==> src/rtl/svp_pkg.sv <==
package svp_pkg;
  // Three shared select lines address eight slots per bank.
  localparam int SLOT_BITS = 3;
  localparam int SLOTS     = 1 << SLOT_BITS;
endpackage

==> src/rtl/svp_prescale.sv <==
module svp_prescale #(
  parameter int CLK_DIV = 250
) (
  input  logic clk,
  input  logic rst,
  output logic tick_o
);
  localparam int DW = (CLK_DIV > 1) ? $clog2(CLK_DIV) : 1;
  localparam logic [DW-1:0] LAST = DW'(CLK_DIV - 1);

  logic [DW-1:0] cnt_q;

  assign tick_o = (cnt_q == LAST);

  always_ff @(posedge clk) begin
    if (rst)         cnt_q <= '0;
    else if (tick_o) cnt_q <= '0;
    else             cnt_q <= cnt_q + 1'b1;
  end
endmodule

==> src/rtl/svp_slot_timer.sv <==
module svp_slot_timer
  import svp_pkg::*;
#(
  parameter int SLOT_TICKS = 2500,
  parameter int WIDTH_W    = 12
) (
  input  logic                 clk,
  input  logic                 rst,
  input  logic                 tick_i,
  output logic [WIDTH_W-1:0]   tcnt_o,
  output logic [SLOT_BITS-1:0] slot_o,
  output logic [SLOT_BITS-1:0] next_slot_o,
  output logic                 slot_end_o
);
  localparam logic [WIDTH_W-1:0] LAST = WIDTH_W'(SLOT_TICKS - 1);

  logic [WIDTH_W-1:0]   tcnt_q;
  logic [SLOT_BITS-1:0] slot_q;

  assign next_slot_o = slot_q + 1'b1;          // wraps 7 -> 0 by width
  assign slot_end_o  = tick_i && (tcnt_q == LAST);
  assign tcnt_o      = tcnt_q;
  assign slot_o      = slot_q;

  always_ff @(posedge clk) begin
    if (rst) begin
      tcnt_q <= '0;
      slot_q <= '0;
    end else if (slot_end_o) begin
      tcnt_q <= '0;
      slot_q <= next_slot_o;
    end else if (tick_i) begin
      tcnt_q <= tcnt_q + 1'b1;
    end
  end
endmodule

==> src/rtl/svp_wr_decode.sv <==
module svp_wr_decode
  import svp_pkg::*;
#(
  parameter int BANKS   = 3,
  parameter int CH_W    = 5,
  parameter int IN_W    = 16,
  parameter int WIDTH_W = 12,
  parameter int MIN_W   = 899,
  parameter int MAX_W   = 2099
) (
  input  logic                 wr_en,
  input  logic [CH_W-1:0]      wr_ch,
  input  logic [IN_W-1:0]      wr_width,
  output logic [BANKS-1:0]     bank_we_o,
  output logic [SLOT_BITS-1:0] slot_o,
  output logic [WIDTH_W-1:0]   val_o
);
  localparam logic [CH_W-1:0] CH_LIMIT = CH_W'(BANKS * SLOTS);
  localparam logic [IN_W-1:0] LO       = IN_W'(MIN_W);
  localparam logic [IN_W-1:0] HI       = IN_W'(MAX_W);

  logic            ch_ok;
  logic [CH_W-1:0] bank_idx;

  assign ch_ok    = (wr_ch < CH_LIMIT);
  assign bank_idx = wr_ch >> SLOT_BITS;
  assign slot_o   = wr_ch[SLOT_BITS-1:0];

  always_comb begin
    if (wr_width < LO)      val_o = WIDTH_W'(LO);
    else if (wr_width > HI) val_o = WIDTH_W'(HI);
    else                    val_o = WIDTH_W'(wr_width);
  end

  for (genvar b = 0; b < BANKS; b++) begin : g_we
    assign bank_we_o[b] = wr_en && ch_ok && (bank_idx == CH_W'(b));
  end
endmodule

==> src/rtl/svp_pulse_bank.sv <==
module svp_pulse_bank
  import svp_pkg::*;
#(
  parameter int WIDTH_W = 12,
  parameter int NEUTRAL = 1499
) (
  input  logic                 clk,
  input  logic                 rst,
  input  logic                 we_i,
  input  logic [SLOT_BITS-1:0] wslot_i,
  input  logic [WIDTH_W-1:0]   wval_i,
  input  logic                 load_i,
  input  logic [SLOT_BITS-1:0] next_slot_i,
  input  logic [WIDTH_W-1:0]   tcnt_i,
  output logic [WIDTH_W-1:0]   cmp_o,
  output logic                 pulse_o
);
  logic [WIDTH_W-1:0] width_q [SLOTS];
  logic [WIDTH_W-1:0] cmp_q;
  logic               pulse_q;

  always_ff @(posedge clk) begin
    if (rst) begin
      for (int s = 0; s < SLOTS; s++) width_q[s] <= WIDTH_W'(NEUTRAL);
    end else if (we_i) begin
      width_q[wslot_i] <= wval_i;
    end
  end

  // The compare value is loaded only when a new slot starts.
  always_ff @(posedge clk) begin
    if (rst)         cmp_q <= WIDTH_W'(NEUTRAL);
    else if (load_i) cmp_q <= width_q[next_slot_i];
  end

  always_ff @(posedge clk) begin
    if (rst) pulse_q <= 1'b0;
    else     pulse_q <= (tcnt_i < cmp_q);
  end

  assign cmp_o   = cmp_q;
  assign pulse_o = pulse_q;
endmodule

==> src/rtl/servo_mux_pulser.sv <==
module servo_mux_pulser
  import svp_pkg::*;
#(
  parameter int CLK_DIV    = 250,
  parameter int SLOT_TICKS = 2500,
  parameter int BANKS      = 3,
  parameter int WIDTH_W    = 12,
  parameter int IN_W       = 16,
  parameter int MIN_W      = 899,
  parameter int MAX_W      = 2099,
  parameter int CH_W       = $clog2(BANKS * SLOTS)
) (
  input  logic                 clk,
  input  logic                 rst,
  input  logic                 wr_en,
  input  logic [CH_W-1:0]      wr_ch,
  input  logic [IN_W-1:0]      wr_width,
  output logic [SLOT_BITS-1:0] sel_o,
  output logic [BANKS-1:0]     pulse_o
);
  localparam int NEUTRAL = (MIN_W + MAX_W) / 2;

  logic                       tick;
  logic [WIDTH_W-1:0]         tcnt;
  logic [SLOT_BITS-1:0]       slot, next_slot, wslot;
  logic                       slot_end;
  logic [BANKS-1:0]           bank_we;
  logic [WIDTH_W-1:0]         wval;
  logic [BANKS*WIDTH_W-1:0]   cmp_flat;
  logic [SLOT_BITS-1:0]       sel_q;

  svp_prescale #(.CLK_DIV(CLK_DIV)) u_pre (
    .clk(clk), .rst(rst), .tick_o(tick)
  );

  svp_slot_timer #(.SLOT_TICKS(SLOT_TICKS), .WIDTH_W(WIDTH_W)) u_tmr (
    .clk(clk), .rst(rst), .tick_i(tick), .tcnt_o(tcnt), .slot_o(slot),
    .next_slot_o(next_slot), .slot_end_o(slot_end)
  );

  svp_wr_decode #(
    .BANKS(BANKS), .CH_W(CH_W), .IN_W(IN_W), .WIDTH_W(WIDTH_W),
    .MIN_W(MIN_W), .MAX_W(MAX_W)
  ) u_dec (
    .wr_en(wr_en), .wr_ch(wr_ch), .wr_width(wr_width),
    .bank_we_o(bank_we), .slot_o(wslot), .val_o(wval)
  );

  for (genvar b = 0; b < BANKS; b++) begin : g_bank
    svp_pulse_bank #(.WIDTH_W(WIDTH_W), .NEUTRAL(NEUTRAL)) u_bank (
      .clk(clk), .rst(rst), .we_i(bank_we[b]), .wslot_i(wslot),
      .wval_i(wval), .load_i(slot_end), .next_slot_i(next_slot),
      .tcnt_i(tcnt), .cmp_o(cmp_flat[b*WIDTH_W +: WIDTH_W]),
      .pulse_o(pulse_o[b])
    );
  end

  always_ff @(posedge clk) begin
    if (rst) sel_q <= '0;
    else     sel_q <= slot;
  end

  assign sel_o = sel_q;
endmodule

==> config.mk <==
export PLATFORM = sky130hd
export DESIGN_NAME = servo_mux_pulser
export DESIGN_NICKNAME = d
export VERILOG_FILES = /design/src/rtl/svp_pkg.sv /design/src/rtl/svp_prescale.sv /design/src/rtl/svp_slot_timer.sv /design/src/rtl/svp_wr_decode.sv /design/src/rtl/svp_pulse_bank.sv /design/src/rtl/servo_mux_pulser.sv
export SDC_FILE = /design/constraint.sdc
export NUM_CORES = 1
export LEC_CHECK = 0
export ABC_AREA = 1
export ABC_CLOCK_PERIOD_IN_PS = 1900
export BUFFER_PORTS_ARGS = -buffer_cell sky130_fd_sc_hd__buf_2
export CORE_ASPECT_RATIO = 0.9
export CORE_MARGIN = 2
export CORE_UTILIZATION = 57
export DETAILED_ROUTE_END_ITERATION = 12
export GPL_ROUTABILITY_DRIVEN = 1
export PLACE_DENSITY = 0.85
export SYNTH_ARGS = -nofsm -noshare
export SYNTH_HDL_FRONTEND = slang
export SYNTH_HIERARCHICAL = 1
export SYNTH_SLANG_ARGS = --single-unit
==> constraint.sdc <==
create_clock -name clk -period 1.9 [get_ports clk]
set_input_delay 0.475 -clock clk [delete_from_list [all_inputs] [get_ports clk]]
set_output_delay 0.475 -clock clk [all_outputs]
set_load 0.02 [all_outputs]
======== Word level (Yosys, flattened, before mapping) ========
Memory sizes are Yosys's and may differ from the RTL's. A register that Yosys moved wholly into a read port is not among the register bits.
Index checks and enable logic that the tools add are counted.
word-level totals
  flip-flop bits (word level) ............. 29
  RAM bits ................................ 288
  input port bits ......................... 24
  output and inout bits ................... 6
  logic and storage cells ................. 56
  memories ................................ 3
memory list
  memory                    words  bits a word  read ports  clocked after memory_dff  wr ports  line                  RTL
  g_bank[0].u_bank.width_q  8      12           1           1                         8         svp_pulse_bank.sv:18  logic [WIDTH_W-1:0] width_q [SLOTS];
  g_bank[1].u_bank.width_q  8      12           1           1                         8         svp_pulse_bank.sv:18
  g_bank[2].u_bank.width_q  8      12           1           1                         8         svp_pulse_bank.sv:18
cells by class
  add/sub/neg operators ................... 3
  $lt $le $gt $ge ......................... 6
  mux-type cells .......................... 22
  reductions and logical operators ........ 11
  eq/ne operators ......................... 4
operators with widths
  kind                                                                    number
  12-bit two-way mux                                                      5
  12-bit < comparator                                                     3
  12-bit OR reduction                                                     3
  16-bit by 12-bit > comparator with 1-bit output, second input constant  1
  16-bit by 10-bit < comparator with 1-bit output, second input constant  1
  1-bit two-way mux                                                       14
  12-bit by 1-bit adder with 12-bit output, second input constant         1
  12-bit == test, second input constant                                   1
  3-bit two-way mux                                                       3
  8-bit by 1-bit adder with 8-bit output, second input constant           1
  8-bit == test, second input constant                                    1
  1-bit logical AND                                                       5
  5-bit zero test                                                         1
  5-bit < comparator, second input constant                               1
  2-bit OR reduction                                                      2
  3-bit by 1-bit adder with 3-bit output, second input constant           1
  2-bit by 1-bit == test with 1-bit output, second input constant         1
  2-bit == test, second input constant                                    1

======== Depth between registers and ports, before layout ========
Gate-level depths: netlist of the first run.
  word-level depth ........................ 8
  mapped depth ............................ 14
  gate-level depth less buffers ........... 14

======== Hierarchy ========
The synthesis of the first run kept the hierarchy.
modules (own cells, without submodules)
  module            area an instance (um^2)  instances  cells each  sequential area each (um^2)
  svp_pulse_bank    5439.0                   3          583         3143.0
  svp_slot_timer    798.3                    1          115         300.3
  svp_prescale      390.4                    1          53          160.2
  svp_wr_decode     270.3                    1          57          0.0
  servo_mux_pulser  82.6                     1          9           60.1

======== Worst setup path before layout of the first run ========
Ideal clock, no wire load.
  path type ............................... flip-flop to flip-flop
  start point ............................. register u_pre.cnt_q[0]
  end point ............................... register g_bank[0].u_bank.cmp_q[11] (read register of g_bank[0].u_bank.width_q)
  arrival time ............................ 1.911 ns
  data required time ...................... 1.772 ns
  slack ................................... -0.140 ns
  library setup time ...................... 0.128 ns
  period minus slack after synthesis ...... 2.040 ns
  cell stages (with the launch flop) ...... 13
  path buffers ............................ 2
  cells stage by stage .................... dfxtp_1 ha_1 inv_1 nor2_1 nand2_2 inv_1 nand2_1 nor2_2 nand3_4 inv_1 clkbuf_1 clkbuf_1 a21oi_1
on the way
  word-level cells in the longest chain between the ends .. 2
ends and longest elaborated chain
  item                    line                    RTL
  from (decl)             svp_prescale.sv:11      logic [DW-1:0] cnt_q;
  from (signal assigned)  svp_prescale.sv:18      else cnt_q <= cnt_q + 1'b1;
  8-bit == test           svp_prescale.sv:13      assign tick_o = (cnt_q == LAST);
  via tick                servo_mux_pulser.sv:23  logic tick;
  1-bit logical AND       svp_slot_timer.sv:21    assign slot_end_o = tick_i && (tcnt_q == LAST);
  via slot_end            servo_mux_pulser.sv:26  logic slot_end;
  to (decl)               svp_pulse_bank.sv:19    logic [WIDTH_W-1:0] cmp_q;
The timed path passes the listed nets, and every way through them passes these cells.
A chain may end at the register's enable or synchronous reset.

======== Worst setup path in the final report of the first run ========
  start point ............................. register u_pre.cnt_q[1]
  end point ............................... register g_bank[2].u_bank.cmp_q[1] (read register of g_bank[2].u_bank.width_q)
on the way
  word-level cells in the longest chain between the ends .. 2
ends and longest elaborated chain
  item               line
  8-bit == test      svp_prescale.sv:13
  via tick           servo_mux_pulser.sv:23
  1-bit logical AND  svp_slot_timer.sv:21
  via slot_end       servo_mux_pulser.sv:26
  to (decl)          svp_pulse_bank.sv:19
The timed path passes the listed nets, and every way through them passes these cells.

==> impl_metrics.prom, run 1 <==
# TYPE chip_impl_metric gauge
chip_impl_info{name="outcome",value="complete, but fails checks"} 1
chip_impl_info{name="failing_checks",value="setup timing"} 1
chip_impl_metric{name="place_ws",unit="ns"} -0.244
chip_impl_metric{name="drive_above_1_share",unit=""} 0.193
chip_impl_metric{name="period_needed",unit="ns"} 1.93
chip_impl_metric{name="grt-ovfl-total",unit=""} 0
chip_impl_metric{name="ctsLongestPathBuffers",unit=""} 3
chip_impl_metric{name="slew_headroom",unit=""} 0.680
chip_impl_metric{name="width_of_the_die",unit="um"} 191
chip_impl_metric{name="timing_max_transition_violations_final",unit=""} 0
chip_impl_info{name="cts_tree",value="done"} 1
chip_impl_metric{name="ir_drop",unit="V"} 0.000804
chip_impl_metric{name="netlist-cell-type-count",unit=""} 34
chip_impl_metric{name="post_drt_wl_per_cell",unit="um"} 19.0
chip_impl_metric{name="floorplan.die_area",unit="sq um"} 32800
chip_impl_metric{name="power.density",unit="nW/um^2"} 809
chip_impl_metric{name="layout.filler_cells",unit=""} 2073
chip_impl_info{name="cts-root-buf",value="clkbuf_16"} 1
chip_impl_metric{name="die_outline_height",unit="um"} 172
chip_impl_metric{name="grt_max_degree",unit=""} 48
chip_impl_metric{name="post-place-cells",unit=""} 2536
chip_impl_metric{name="diodes",unit=""} 0
chip_impl_info{name="rsz0062_at_grt",value="yes"} 1
chip_impl_metric{name="route.detailed.vias_per_inst",unit=""} 5.67
chip_impl_metric{name="worstHoldPathCells",unit=""} 4
chip_impl_metric{name="ff_latch_area",unit="sq um"} 9950
chip_impl_metric{name="p_comb_frac",unit=""} 0.054
chip_impl_metric{name="grt_antenna_before_repair",unit=""} 0
chip_impl_metric{name="core_area",unit="sq um"} 30800
chip_impl_metric{name="placedInstanceArea",unit="sq um"} 20000
chip_impl_metric{name="setup-violations-final",unit=""} 1
chip_impl_metric{name="multi_input_area",unit="sq um"} 6290
chip_impl_metric{name="final.period_utilization",unit=""} 1.02
chip_impl_metric{name="synthesis_to_layout_area_growth",unit="%"} 19.8
chip_impl_metric{name="cp.depth",unit=""} 14
chip_impl_metric{name="r2r_cells",unit=""} 14
chip_impl_metric{name="synth_area",unit="sq um"} 17900
chip_impl_info{name="timing_worst_setup_path_type",value="register to register"} 1
chip_impl_metric{name="cts_sinks",unit=""} 353
chip_impl_metric{name="drt.antenna.violating_nets",unit=""} 0
chip_impl_metric{name="synth.ff_latch_count",unit=""} 353
chip_impl_metric{name="arrival",unit="ns"} 2.34
chip_impl_metric{name="first_global_vias",unit=""} 14500
chip_impl_metric{name="finalClockSkew",unit="ns"} 0.0212
chip_impl_metric{name="path_max_fanout",unit=""} 8
chip_impl_metric{name="timing_worst_slew_pin_value",unit="ns"} 0.479
chip_impl_metric{name="cellLeakagePower",unit="uW"} 0.00968
chip_impl_metric{name="fin_ws",unit="ns"} -0.0332
chip_impl_info{name="timing.critical_path.mode_cell",value="inv_2"} 1
chip_impl_metric{name="synthesis.nets",unit=""} 2044
chip_impl_metric{name="place_congestion",unit=""} 0.915
chip_impl_metric{name="critical_path.max_stage_delay",unit="ns"} 0.33
chip_impl_metric{name="post-dp-hpwl",unit="um"} 32900
chip_impl_metric{name="io_pins",unit=""} 30
chip_impl_metric{name="rows",unit=""} 61
chip_impl_metric{name="netSwitchingPower",unit="uW"} 3740
chip_impl_metric{name="critical_path.n_buffers_inverters",unit=""} 6
chip_impl_metric{name="power_frac_clock",unit=""} 0.437
chip_impl_info{name="cpLargestDelayFamily",value="buffers and inverters"} 1
chip_impl_metric{name="clock_tree.htree_level_count",unit=""} 2
chip_impl_metric{name="finalCoreUtilization",unit=""} 0.694
chip_impl_metric{name="synth_area_per_cell",unit="sq um"} 9.01
chip_impl_metric{name="grt_pass1_wl",unit="um"} 76100
chip_impl_metric{name="ys_seq_area_frac",unit=""} 0.557
chip_impl_metric{name="overall_via_count_from_detail_route",unit=""} 14800
chip_impl_metric{name="detail_route.iter0.violations",unit=""} 1908
chip_impl_metric{name="grt.total_usage",unit=""} 0.304
chip_impl_info{name="worst_hold_path_type",value="input port to register"} 1
chip_impl_metric{name="fin_nets",unit=""} 2233
chip_impl_info{name="critical-path-slowest-cell",value="dfxtp_2"} 1
chip_impl_metric{name="total_number_of_yosys_warnings",unit=""} 6
chip_impl_metric{name="clock.fmax",unit="GHz"} 0.517
chip_impl_metric{name="timing.critical_path.required",unit="ns"} 2.30
chip_impl_metric{name="postSynthCellCount",unit=""} 1983
chip_impl_metric{name="post_layout_nonfiller_instances",unit=""} 2610
chip_impl_metric{name="p_seq_frac",unit=""} 0.509
chip_impl_info{name="timing.critical_path.cells",value="inv_2 > ha_4 > inv_2 > nor2_4 > nand2_2 > inv_2 > nand2_2 > nor2_4 > nand3_4 > clkinvlp_4 > buf_12 > clkinvlp_4 > a21oi_2 > nand2_1"} 1
chip_impl_metric{name="effective_utilization_at_floorplan",unit=""} 0.579
chip_impl_metric{name="detailedRoute.firstPassIterationCount",unit=""} 6
chip_impl_metric{name="worstSkewPairLatency",unit="ns"} 0.53
chip_impl_info{name="startpoint_type",value="register"} 1
chip_impl_metric{name="cap_viol_max_count",unit=""} 0
chip_impl_metric{name="internal_power",unit="uW"} 13600
chip_impl_metric{name="hold_slack",unit="ns"} 0.331
chip_impl_metric{name="detail_route.wirelength",unit="um"} 49700
chip_impl_metric{name="cts-buffers-inserted",unit=""} 37
chip_impl_metric{name="summed_area_of_non_filler_cells_in_the_final_layout",unit="sq um"} 21400
chip_impl_metric{name="synth_top_area_share",unit=""} 0.484
chip_impl_metric{name="post_cts_clock_slew_at_the_launch_and_capture_registers_of_the_worst_setup_and_hold_paths",unit="ns"} 0.06
chip_impl_info{name="worst_setup_path_end_kind",value="register"} 1
chip_impl_metric{name="netSwitchingFraction",unit=""} 0.216
chip_impl_metric{name="drt_drc",unit=""} 0
chip_impl_info{name="yosysTopAreaCell",value="edfxtp_1"} 1
chip_impl_info{name="ys_top_cells_by_area",value="edfxtp_1 48%, nand2_1 11%, dfxtp_1 7.3%"} 1
chip_impl_metric{name="portBuffers",unit=""} 29
chip_impl_metric{name="final_hold_viol_count",unit=""} 0
## through the flow
stage | setup TNS [ns] | power [uW]
after detailed placement | -26.79 | 9850
after global placement | -10.27 | 9790
after CTS | -0.00660 | 17300
final | -0.0332 | 17300
after global routing | -1.59 | 17700
after floorplan | -2.10 | 9410
## worst min-delay path, delay by kind of cell
kind | cells | cell delay (ns)
buffers and inverters | 2 | 0.25
AOI/OAI and AO/OA | 1 | 0.05
and+or+nand+nor | 1 | 0.06
## timing repair
item	4_1_cts	5_1_grt
resized for setup	7	16
pin swaps	4	5
setup endpoints to repair	29	34
gates cloned	1	0
hold buffers	0	0
buffers inserted	3	2
## cell usage in the layout, fill, tap and decap left out, types with 28 or more instances in the layout
cell type,instances
nand2_1,506
edfxtp_1,288
inv_1,287
nor2_1,273
nand3_1,157
buf_4,146
a21oi_1,66
dfxtp_1,63
o21ai_0,60
clkbuf_16,39
buf_12,39
ha_1,35
buf_2,29
inv_2,28
## Yosys cell counts
cell type and number:
ha_1 37, a21oi_2 1, nor3_2 1, o21ai_1 4, xnor2_1 1, nand4_1 1
nor2_4 9, nor3_1 9, inv_2 25, edfxtp_1 288, mux2i_1 1, nand2_4 6
buf_2 24, o21ai_0 61, or2_0 2, nor2_8 24, clkbuf_1 9, nand3b_2 1
o211ai_2 24, buf_6 15, dfxtp_1 65, buf_4 18, nand2_2 6, xor2_1 4
nand3_4 1, nor2_1 274, nor2_2 5, o21bai_1 4, inv_4 15, a21oi_1 69
nand3_1 161, nand2_1 522, inv_1 293, nand3b_1 3
## metal layers
metal  GRT usage  share of wire  vias to the layer above
li1            -              -                     6704
met1       0.373           0.35                     6839
met2       0.510           0.48                     1051
met3      0.0700           0.12                      202
met4       0.148          0.048                        0
met5           0              0                        -
## worst paths after layout
| check | start | slack [ns] | to |
|---|---|---|---|
| worst max-delay path | u_pre/cnt_q[1]$_SDFF_PP0_ | -0.03 | g_bank[2].u_bank/cmp_o[1]$_SDFFE_PP1P_ |
| worst min-delay path | rst | 0.33 | g_bank[1].u_bank/cmp_o[1]$_SDFFE_PP1P_ |
| worst max register to register | u_pre/cnt_q[1]$_SDFF_PP0_ | -0.03 | g_bank[2].u_bank/cmp_o[1]$_SDFFE_PP1P_ |
| worst min register to register | g_bank[0].u_bank/cmp_o[3]$_SDFFE_PP1P_ | 0.47 | g_bank[0].u_bank/cmp_o[3]$_SDFFE_PP1P_ |
## final cells by class
| class | count | share of cell area |
|---|---|---|
| repair buffers | 216 | 0.0966 |
| multi-input cells | 1231 | 0.294 |
| inverters | 333 | 0.0608 |
| flip-flops and latches | 353 | 0.465 |
| clock buffers | 47 | 0.0480 |
| clock inverters | 21 | 0.0113 |
| well taps | 409 | 0.0239 |
## power groups by stage
stage / clock network [uW] / logic [uW] / registers (uW)
after global routing: 7900 / 996 / 8830
after floorplan: 0 / 476 / 8930
final: 7560 / 932 / 8810
after detailed placement: 0 / 889 / 8960
after CTS: 7590 / 906 / 8800
after global placement: 0 / 855 / 8940
## cells by family after synthesis
family / after synthesis / synth area share
muxes: 1 / 0.000561
DFF: 353 / 0.557
adders and majority gates: 37 / 0.0259
and+or+nand+nor: 1025 / 0.260
xor gates and xnor gates: 5 / 0.00245
buffers and inverters: 399 / 0.0977
AOI/OAI and AO/OA: 163 / 0.0565
## state kept, by name (all words and copies together) (netlist names)
name                   flops
g_bank.u_bank/cmp_o       36
g_bank.u_bank/pulse_o      3
g_bank.u_bank/width_q    288
sel_o                      3
u_pre/cnt_q                8
u_tmr/slot_o               3
u_tmr/tcnt_o              12
(Power assumes the default switching activity.)
==> inputs of run 2 (changes only) <==
- CTS_CLUSTER_DIAMETER: not set -> 60
- PLACE_DENSITY: 0.85 -> 0.83
==> run 2 against run 1 <==
The run still ends with setup timing left. Sequential power barely moved. Via count fell by 0.93%. Cell count rose by 0.11%. Non-clock buffer count rose by 3. Clock skew rose by 0.0092 ns. Fmax rose by 0.23%. Power fell by 1.5%. Critical endpoint is now g_bank[0].u_bank/width_q[2][5]$_SDFFCE_PN0P_. First-iteration DRC count fell by 2.6%.
==> impl_metrics.prom, run 2 (synthesis results as in run 1) <==
# TYPE chip_impl_metric gauge
chip_impl_metric{name="portBuffers",unit=""} 29
chip_impl_metric{name="fin_nets",unit=""} 2237
chip_impl_metric{name="synthesis_to_layout_area_growth",unit="%"} 19.4
chip_impl_metric{name="cts-buffers-inserted",unit=""} 38
chip_impl_info{name="startpoint_type",value="input port"} 1
chip_impl_metric{name="die_outline_height",unit="um"} 172
chip_impl_metric{name="overall_via_count_from_detail_route",unit=""} 14700
chip_impl_info{name="largest_register",value="g_bank.u_bank/width_q"} 1
chip_impl_metric{name="rows",unit=""} 61
chip_impl_metric{name="worstSkewPairLatency",unit="ns"} 0.54
chip_impl_info{name="cts_tree",value="done"} 1
chip_impl_metric{name="arrival",unit="ns"} 2.30
chip_impl_metric{name="width_of_the_die",unit="um"} 191
chip_impl_info{name="failing_checks",value="setup timing"} 1
chip_impl_metric{name="post_drt_wl_per_cell",unit="um"} 18.6
chip_impl_info{name="timing_worst_setup_path_type",value="input port to register"} 1
chip_impl_info{name="layout_commonest_cell",value="nand2_1"} 1
chip_impl_metric{name="final_hold_viol_count",unit=""} 0
chip_impl_metric{name="grt-ovfl-total",unit=""} 0
chip_impl_metric{name="cap_viol_max_count",unit=""} 0
chip_impl_metric{name="drt.antenna.violating_nets",unit=""} 0
chip_impl_metric{name="timing.critical_path.required",unit="ns"} 2.27
chip_impl_metric{name="timing_max_transition_violations_final",unit=""} 0
chip_impl_metric{name="post_cts_clock_slew_at_the_launch_and_capture_registers_of_the_worst_setup_and_hold_paths",unit="ns"} 0.06
chip_impl_metric{name="wl_met2",unit="um"} 23600
chip_impl_metric{name="route.detailed.vias_per_inst",unit=""} 5.61
chip_impl_metric{name="clock.fmax",unit="GHz"} 0.518
chip_impl_metric{name="finalClockSkew",unit="ns"} 0.0304
chip_impl_metric{name="grt_pass1_wl",unit="um"} 75400
chip_impl_metric{name="effective_utilization_at_floorplan",unit=""} 0.579
chip_impl_metric{name="power.density",unit="nW/um^2"} 799
chip_impl_metric{name="drive_above_1_share",unit=""} 0.198
chip_impl_metric{name="path_max_fanout",unit=""} 8
chip_impl_metric{name="core_area",unit="sq um"} 30800
chip_impl_info{name="rsz0062_at_grt",value="yes"} 1
chip_impl_metric{name="detailedRoute.firstPassIterationCount",unit=""} 6
chip_impl_metric{name="detail_route.iter0.violations",unit=""} 1858
chip_impl_metric{name="final.period_utilization",unit=""} 1.02
chip_impl_metric{name="cellLeakagePower",unit="uW"} 0.00967
chip_impl_metric{name="first_global_vias",unit=""} 14400
chip_impl_metric{name="slew_headroom",unit=""} 0.606
chip_impl_metric{name="ir_drop",unit="V"} 0.000779
chip_impl_metric{name="ctsLongestPathBuffers",unit=""} 3
chip_impl_metric{name="place_ws",unit="ns"} -0.680
chip_impl_metric{name="drt_drc",unit=""} 0
chip_impl_metric{name="clock_tree.htree_level_count",unit=""} 2
chip_impl_metric{name="grt_max_degree",unit=""} 68
chip_impl_metric{name="detail_route.wirelength.met1",unit="um"} 17400
chip_impl_metric{name="period_needed",unit="ns"} 1.93
chip_impl_metric{name="floorplan.die_area",unit="sq um"} 32800
chip_impl_metric{name="detail_route.wirelength",unit="um"} 48600
chip_impl_metric{name="finalCoreUtilization",unit=""} 0.692
chip_impl_info{name="worst_hold_path_type",value="register to register"} 1
chip_impl_metric{name="fin_ws",unit="ns"} -0.0288
chip_impl_metric{name="cts_sinks",unit=""} 353
chip_impl_metric{name="grt_antenna_before_repair",unit=""} 1
chip_impl_info{name="top_layer",value="met4"} 1
chip_impl_metric{name="io_pins",unit=""} 30
chip_impl_metric{name="post-dp-hpwl",unit="um"} 33000
chip_impl_metric{name="largest_register_ffs",unit=""} 288
chip_impl_info{name="cts-root-buf",value="clkbuf_16"} 1
chip_impl_metric{name="grt.total_usage",unit=""} 0.299
chip_impl_info{name="leading_cell_types_in_the_layout_fill_and_taps_excluded",value="506 x nand2_1, 288 x edfxtp_1, 285 x inv_1"} 1
chip_impl_metric{name="timing_worst_slew_pin_value",unit="ns"} 0.591
chip_impl_info{name="outcome",value="complete, but fails checks"} 1
chip_impl_metric{name="post_cts_hold_buffer_count",unit=""} 0
chip_impl_metric{name="wl_met3",unit="um"} 5600
chip_impl_metric{name="setup-violations-final",unit=""} 2
chip_impl_info{name="worst_setup_path_end_kind",value="register"} 1
chip_impl_metric{name="place_congestion",unit=""} 0.883
run 2: cell count changes in the layout (fill, tap and decap cells not counted), moves of 2 or more:
cell	delta
a21oi_1	-6
a21oi_2	+6
buf_4	+5
clkinv_2	+3
buf_12	-2
bufinv_16	-2
clkinv_1	-2
dfxtp_1	-2
inv_1	-2
inv_4	+2
inv_6	+2
run 2: final cells by class:
cell class | count | area (sq um)
Multi-Input combinational cell | 1231 | 6300
Tap cell | 409 | 512
Timing Repair Buffer | 219 | 2050
Fill cell | 2099 | 9510
Clock inverter | 21 | 191
Antenna cell | 1 | 2.50
Sequential cell | 353 | 9960
Clock buffer | 46 | 1010
Inverter | 333 | 1300
run 2: repair_timing:
| action | CTS | global route |
|---|---|---|
| buffers inserted | 0 | 5 |
| setup endpoints to repair | 29 | 51 |
| resized for setup | 4 | 32 |
| pin swaps | 0 | 5 |
run 2: routing by layer:
metal  vias to the layer above  track usage
met5                         -            0
met2                       923        0.511
met4                         0        0.134
met3                       173       0.0678
met1                      6860        0.366
li1                       6703            -
run 2: through the flow:
step / std cells / hold WS, ns / cell area [sq um] / setup TNS [ns] / power (uW)
final: 2613 / 0.464 / 21300 / -0.0325 / 17000
after CTS: 2608 / 0.431 / 21200 / -0.000765 / 17000
after global routing: 2612 / 0.457 / 21300 / -0.325 / 17400
after global placement: 2541 / 0.441 / 20000 / -87.96 / 9830
after detailed placement: 2541 / 0.447 / 20000 / -96.05 / 9890
after floorplan: 1983 / 0.420 / 17900 / -2.10 / 9410
run 2: final timing paths:
check / from / end / slack [ns] / cells past startpoint
hold / removal: u_tmr/slot_o[1]$_SDFFE_PP0P_ / sel_o[1]$_SDFF_PP0_ / 0.46 / 2
setup / recovery: wr_width[2] / g_bank[0].u_bank/width_q[2][5]$_SDFFCE_PN0P_ / -0.03 / 11
setup reg to reg: u_tmr/slot_o[0]$_SDFFE_PP0P_ / g_bank[2].u_bank/cmp_o[0]$_SDFFE_PP1P_ / 0.04 / 9
hold reg to reg: u_tmr/slot_o[1]$_SDFFE_PP0P_ / sel_o[1]$_SDFF_PP0_ / 0.46 / 2
run 2: where the power goes:
group	total, uW	switching (uW)	leakage [uW]	internal, uW
Clock	7270	3050	0.000594	4220
Sequential	8800	110	0.00337	8690
Combinational	965	601	0.00570	364
Total	17000	3760	0.00967	13300
run 2: worst max-delay path, stage by stage:
cell and delay, ns:
buf_2 0.09, nor2_1 0.09, buf_4 0.15, nor2_1 0.09, nor2_1 0.05, nand2_1 0.11
nand2_4 0.08, buf_4 0.16, a21oi_2 0.49, inv_1 0.30, nor2_1 0.20
==> inputs of run 3 (changes only) <==
- RECOVER_POWER: not set -> 50
==> run 3 against run 2 <==
The flow still finishes with violations (setup timing). Global-route usage is the same. Clock power is essentially flat. Critical endpoint is now g_bank[0].u_bank/width_q[7][11]$_SDFFCE_PN0P_. Sequential cell count is the same. Sequential power is essentially flat. Combinational power shrank 12%. Setup slack gained 0.021 ns. Register-to-register slack lost 0.02 ns. Largest cell class unchanged. First-iteration DRC count grew 7.4%. Sequential share of layout area grew 1.3 points.
==> impl_metrics.prom, run 3 (synthesis results as in run 1) <==
# TYPE chip_impl_metric gauge
chip_impl_info{name="worst_reg2reg_path_startpoint",value="u_tmr/slot_o[0]$_SDFFE_PP0P_"} 1
chip_impl_metric{name="post-dp-hpwl",unit="um"} 33000
chip_impl_metric{name="fin_ws",unit="ns"} -0.00731
chip_impl_metric{name="io_pins",unit=""} 30
chip_impl_metric{name="ctsLongestPathBuffers",unit=""} 3
chip_impl_metric{name="core_area",unit="sq um"} 30800
chip_impl_info{name="worst_setup_path_startpoint",value="rst"} 1
chip_impl_metric{name="grt_max_degree",unit=""} 68
chip_impl_metric{name="wl_met2",unit="um"} 23600
chip_impl_metric{name="timing.critical_path.required",unit="ns"} 2.20
chip_impl_metric{name="arrival",unit="ns"} 2.20
chip_impl_metric{name="detail_route.wirelength.met1",unit="um"} 17200
chip_impl_metric{name="ff_latch_area",unit="sq um"} 9960
chip_impl_metric{name="drt.antenna.violating_nets",unit=""} 0
chip_impl_metric{name="synthesis_to_layout_area_growth",unit="%"} 16.2
chip_impl_metric{name="detail_route.iter0.violations",unit=""} 1996
chip_impl_metric{name="placedInstanceArea",unit="sq um"} 20000
chip_impl_metric{name="slew_headroom",unit=""} 0.367
chip_impl_metric{name="post_drt_wl_per_cell",unit="um"} 18.6
chip_impl_info{name="leading_cell_types_in_the_layout_fill_and_taps_excluded",value="520 x nand2_1, 304 x inv_1, 288 x edfxtp_1"} 1
chip_impl_metric{name="die_outline_height",unit="um"} 172
chip_impl_info{name="worstReg2RegEnd",value="g_bank[2].u_bank/cmp_o[0]$_SDFFE_PP1P_"} 1
chip_impl_metric{name="detailedRoute.firstPassIterationCount",unit=""} 7
chip_impl_info{name="layout_commonest_cell",value="nand2_1"} 1
chip_impl_info{name="worst_hold_path_type",value="register to register"} 1
chip_impl_metric{name="ir_drop",unit="V"} 0.000774
chip_impl_metric{name="rows",unit=""} 61
chip_impl_info{name="worst_setup_path_end_kind",value="register"} 1
chip_impl_metric{name="cap_viol_max_count",unit=""} 0
chip_impl_metric{name="clock.fmax",unit="GHz"} 0.524
chip_impl_metric{name="wl_met3",unit="um"} 5810
chip_impl_metric{name="cts_sinks",unit=""} 353
chip_impl_info{name="startpoint_type",value="input port"} 1
chip_impl_metric{name="clock_tree.htree_level_count",unit=""} 2
chip_impl_metric{name="worstSkewPairLatency",unit="ns"} 0.53
chip_impl_metric{name="drive_above_1_share",unit=""} 0.172
chip_impl_metric{name="cts-buffers-inserted",unit=""} 38
chip_impl_metric{name="overall_via_count_from_detail_route",unit=""} 14700
chip_impl_metric{name="grt-ovfl-total",unit=""} 0
chip_impl_metric{name="hold_slack",unit="ns"} 0.461
chip_impl_info{name="outcome",value="complete, but fails checks"} 1
chip_impl_metric{name="post_cts_clock_slew_at_the_launch_and_capture_registers_of_the_worst_setup_and_hold_paths",unit="ns"} 0.06
chip_impl_metric{name="cellLeakagePower",unit="uW"} 0.00928
chip_impl_metric{name="largest_register_ffs",unit=""} 288
chip_impl_metric{name="path_max_fanout",unit=""} 9
chip_impl_metric{name="r2r_cells",unit=""} 9
chip_impl_info{name="rsz0062_at_grt",value="yes"} 1
chip_impl_metric{name="first_global_vias",unit=""} 14400
chip_impl_metric{name="floorplan.die_area",unit="sq um"} 32800
chip_impl_metric{name="r2r_setup_slack",unit="ns"} 0.02
chip_impl_metric{name="setup_tns",unit="ns"} -0.0457
chip_impl_metric{name="grt_antenna_before_repair",unit=""} 1
chip_impl_metric{name="post-place-cells",unit=""} 2541
chip_impl_metric{name="detail_route.wirelength",unit="um"} 48700
chip_impl_metric{name="multi_input_area",unit="sq um"} 6120
chip_impl_metric{name="post_layout_nonfiller_instances",unit=""} 2613
chip_impl_metric{name="total_power",unit="uW"} 16900
chip_impl_metric{name="summed_area_of_non_filler_cells_in_the_final_layout",unit="sq um"} 20800
chip_impl_metric{name="drt_drc",unit=""} 0
chip_impl_metric{name="portBuffers",unit=""} 29
chip_impl_info{name="failing_checks",value="setup timing"} 1
chip_impl_metric{name="power.density",unit="nW/um^2"} 815
chip_impl_metric{name="final_hold_viol_count",unit=""} 0
chip_impl_metric{name="place_congestion",unit=""} 0.883
chip_impl_metric{name="grt.total_usage",unit=""} 0.299
chip_impl_metric{name="timing_max_transition_violations_final",unit=""} 0
chip_impl_metric{name="grt_pass1_wl",unit="um"} 75400
chip_impl_info{name="largest_register",value="g_bank.u_bank/width_q"} 1
chip_impl_info{name="cts_tree",value="done"} 1
chip_impl_metric{name="effective_utilization_at_floorplan",unit=""} 0.579
chip_impl_metric{name="route.detailed.vias_per_inst",unit=""} 5.62
chip_impl_metric{name="setup-violations-final",unit=""} 8
chip_impl_info{name="cts-root-buf",value="clkbuf_16"} 1
chip_impl_info{name="timing_worst_setup_path_type",value="input port to register"} 1
chip_impl_metric{name="finalClockSkew",unit="ns"} 0.0304
chip_impl_metric{name="fin_nets",unit=""} 2237
chip_impl_metric{name="timing_worst_slew_pin_value",unit="ns"} 0.949
chip_impl_metric{name="layout.filler_cells",unit=""} 2206
chip_impl_info{name="setup.worst_path.end",value="g_bank[0].u_bank/width_q[7][11]$_SDFFCE_PN0P_"} 1
chip_impl_metric{name="final.period_utilization",unit=""} 1.00
chip_impl_metric{name="width_of_the_die",unit="um"} 191
chip_impl_metric{name="period_needed",unit="ns"} 1.91
chip_impl_metric{name="worstHoldPathCells",unit=""} 2
chip_impl_metric{name="post_cts_hold_buffer_count",unit=""} 0
chip_impl_info{name="top_layer",value="met4"} 1
-- run 3: area by class of cell --
cell class              instances  area share
repair buffers                219      0.0804
well taps                     409      0.0247
flip-flops and latches        353       0.480
multi-input cells            1231       0.295
clock inverters                21     0.00923
clock buffers                  46      0.0488
diodes                          1    0.000121
inverters                     333      0.0619
-- run 3: stage by stage --
stage,setup slack [ns],util
final,-0.00731,0.673
after global placement,-0.576,0.648
after CTS,-0.000719,0.687
after global routing,-0.0558,0.673
after floorplan,-0.0734,-
after detailed placement,-0.680,0.648
-- run 3: how the worst min path moves through the flow --
| stage | start | to |
|---|---|---|
| after global placement | u_tmr/slot_o[1]$_SDFFE_PP0P_ | sel_o[1]$_SDFF_PP0_ |
| after global routing | u_tmr/slot_o[1]$_SDFFE_PP0P_ | sel_o[1]$_SDFF_PP0_ |
| after CTS | rst | g_bank[0].u_bank/cmp_o[0]$_SDFFE_PP1P_ |
| after floorplan | u_tmr/slot_o[1]$_SDFFE_PP0P_ | sel_o[1]$_SDFF_PP0_ |
| final | u_tmr/slot_o[1]$_SDFFE_PP0P_ | sel_o[1]$_SDFF_PP0_ |
| after detailed placement | u_tmr/slot_o[1]$_SDFFE_PP0P_ | sel_o[1]$_SDFF_PP0_ |
-- run 3: metal layers --
metal  vias to the layer above  global-route usage
met3                       168              0.0678
li1                       6704                   -
met5                         -                   0
met2                       925               0.511
met4                         0               0.134
met1                      6881               0.366
-- run 3: where the power goes --
part	total (uW)	switching [uW]	internal [uW]
Sequential	8800	110	8690
Clock	7260	3040	4220
Combinational	845	568	276
Total	16900	3720	13200
-- run 3: repair_timing --
item	CTS	global route
setup endpoints to repair	29	51
hold endpoints to repair	0	0
pin swaps	0	5
gates cloned	0	0
setup buffers	0	5
resized for setup	4	32
-- run 3: worst max-delay path: stages --
cell,delay (ns)
clkbuf_1,0.68
inv_4,0.05
nand2_1,0.17
nor2_1,0.10
inv_2,0.29
nor2_8,0.06
inv_4,0.05
nand2_1,0.12
buf_4,0.19
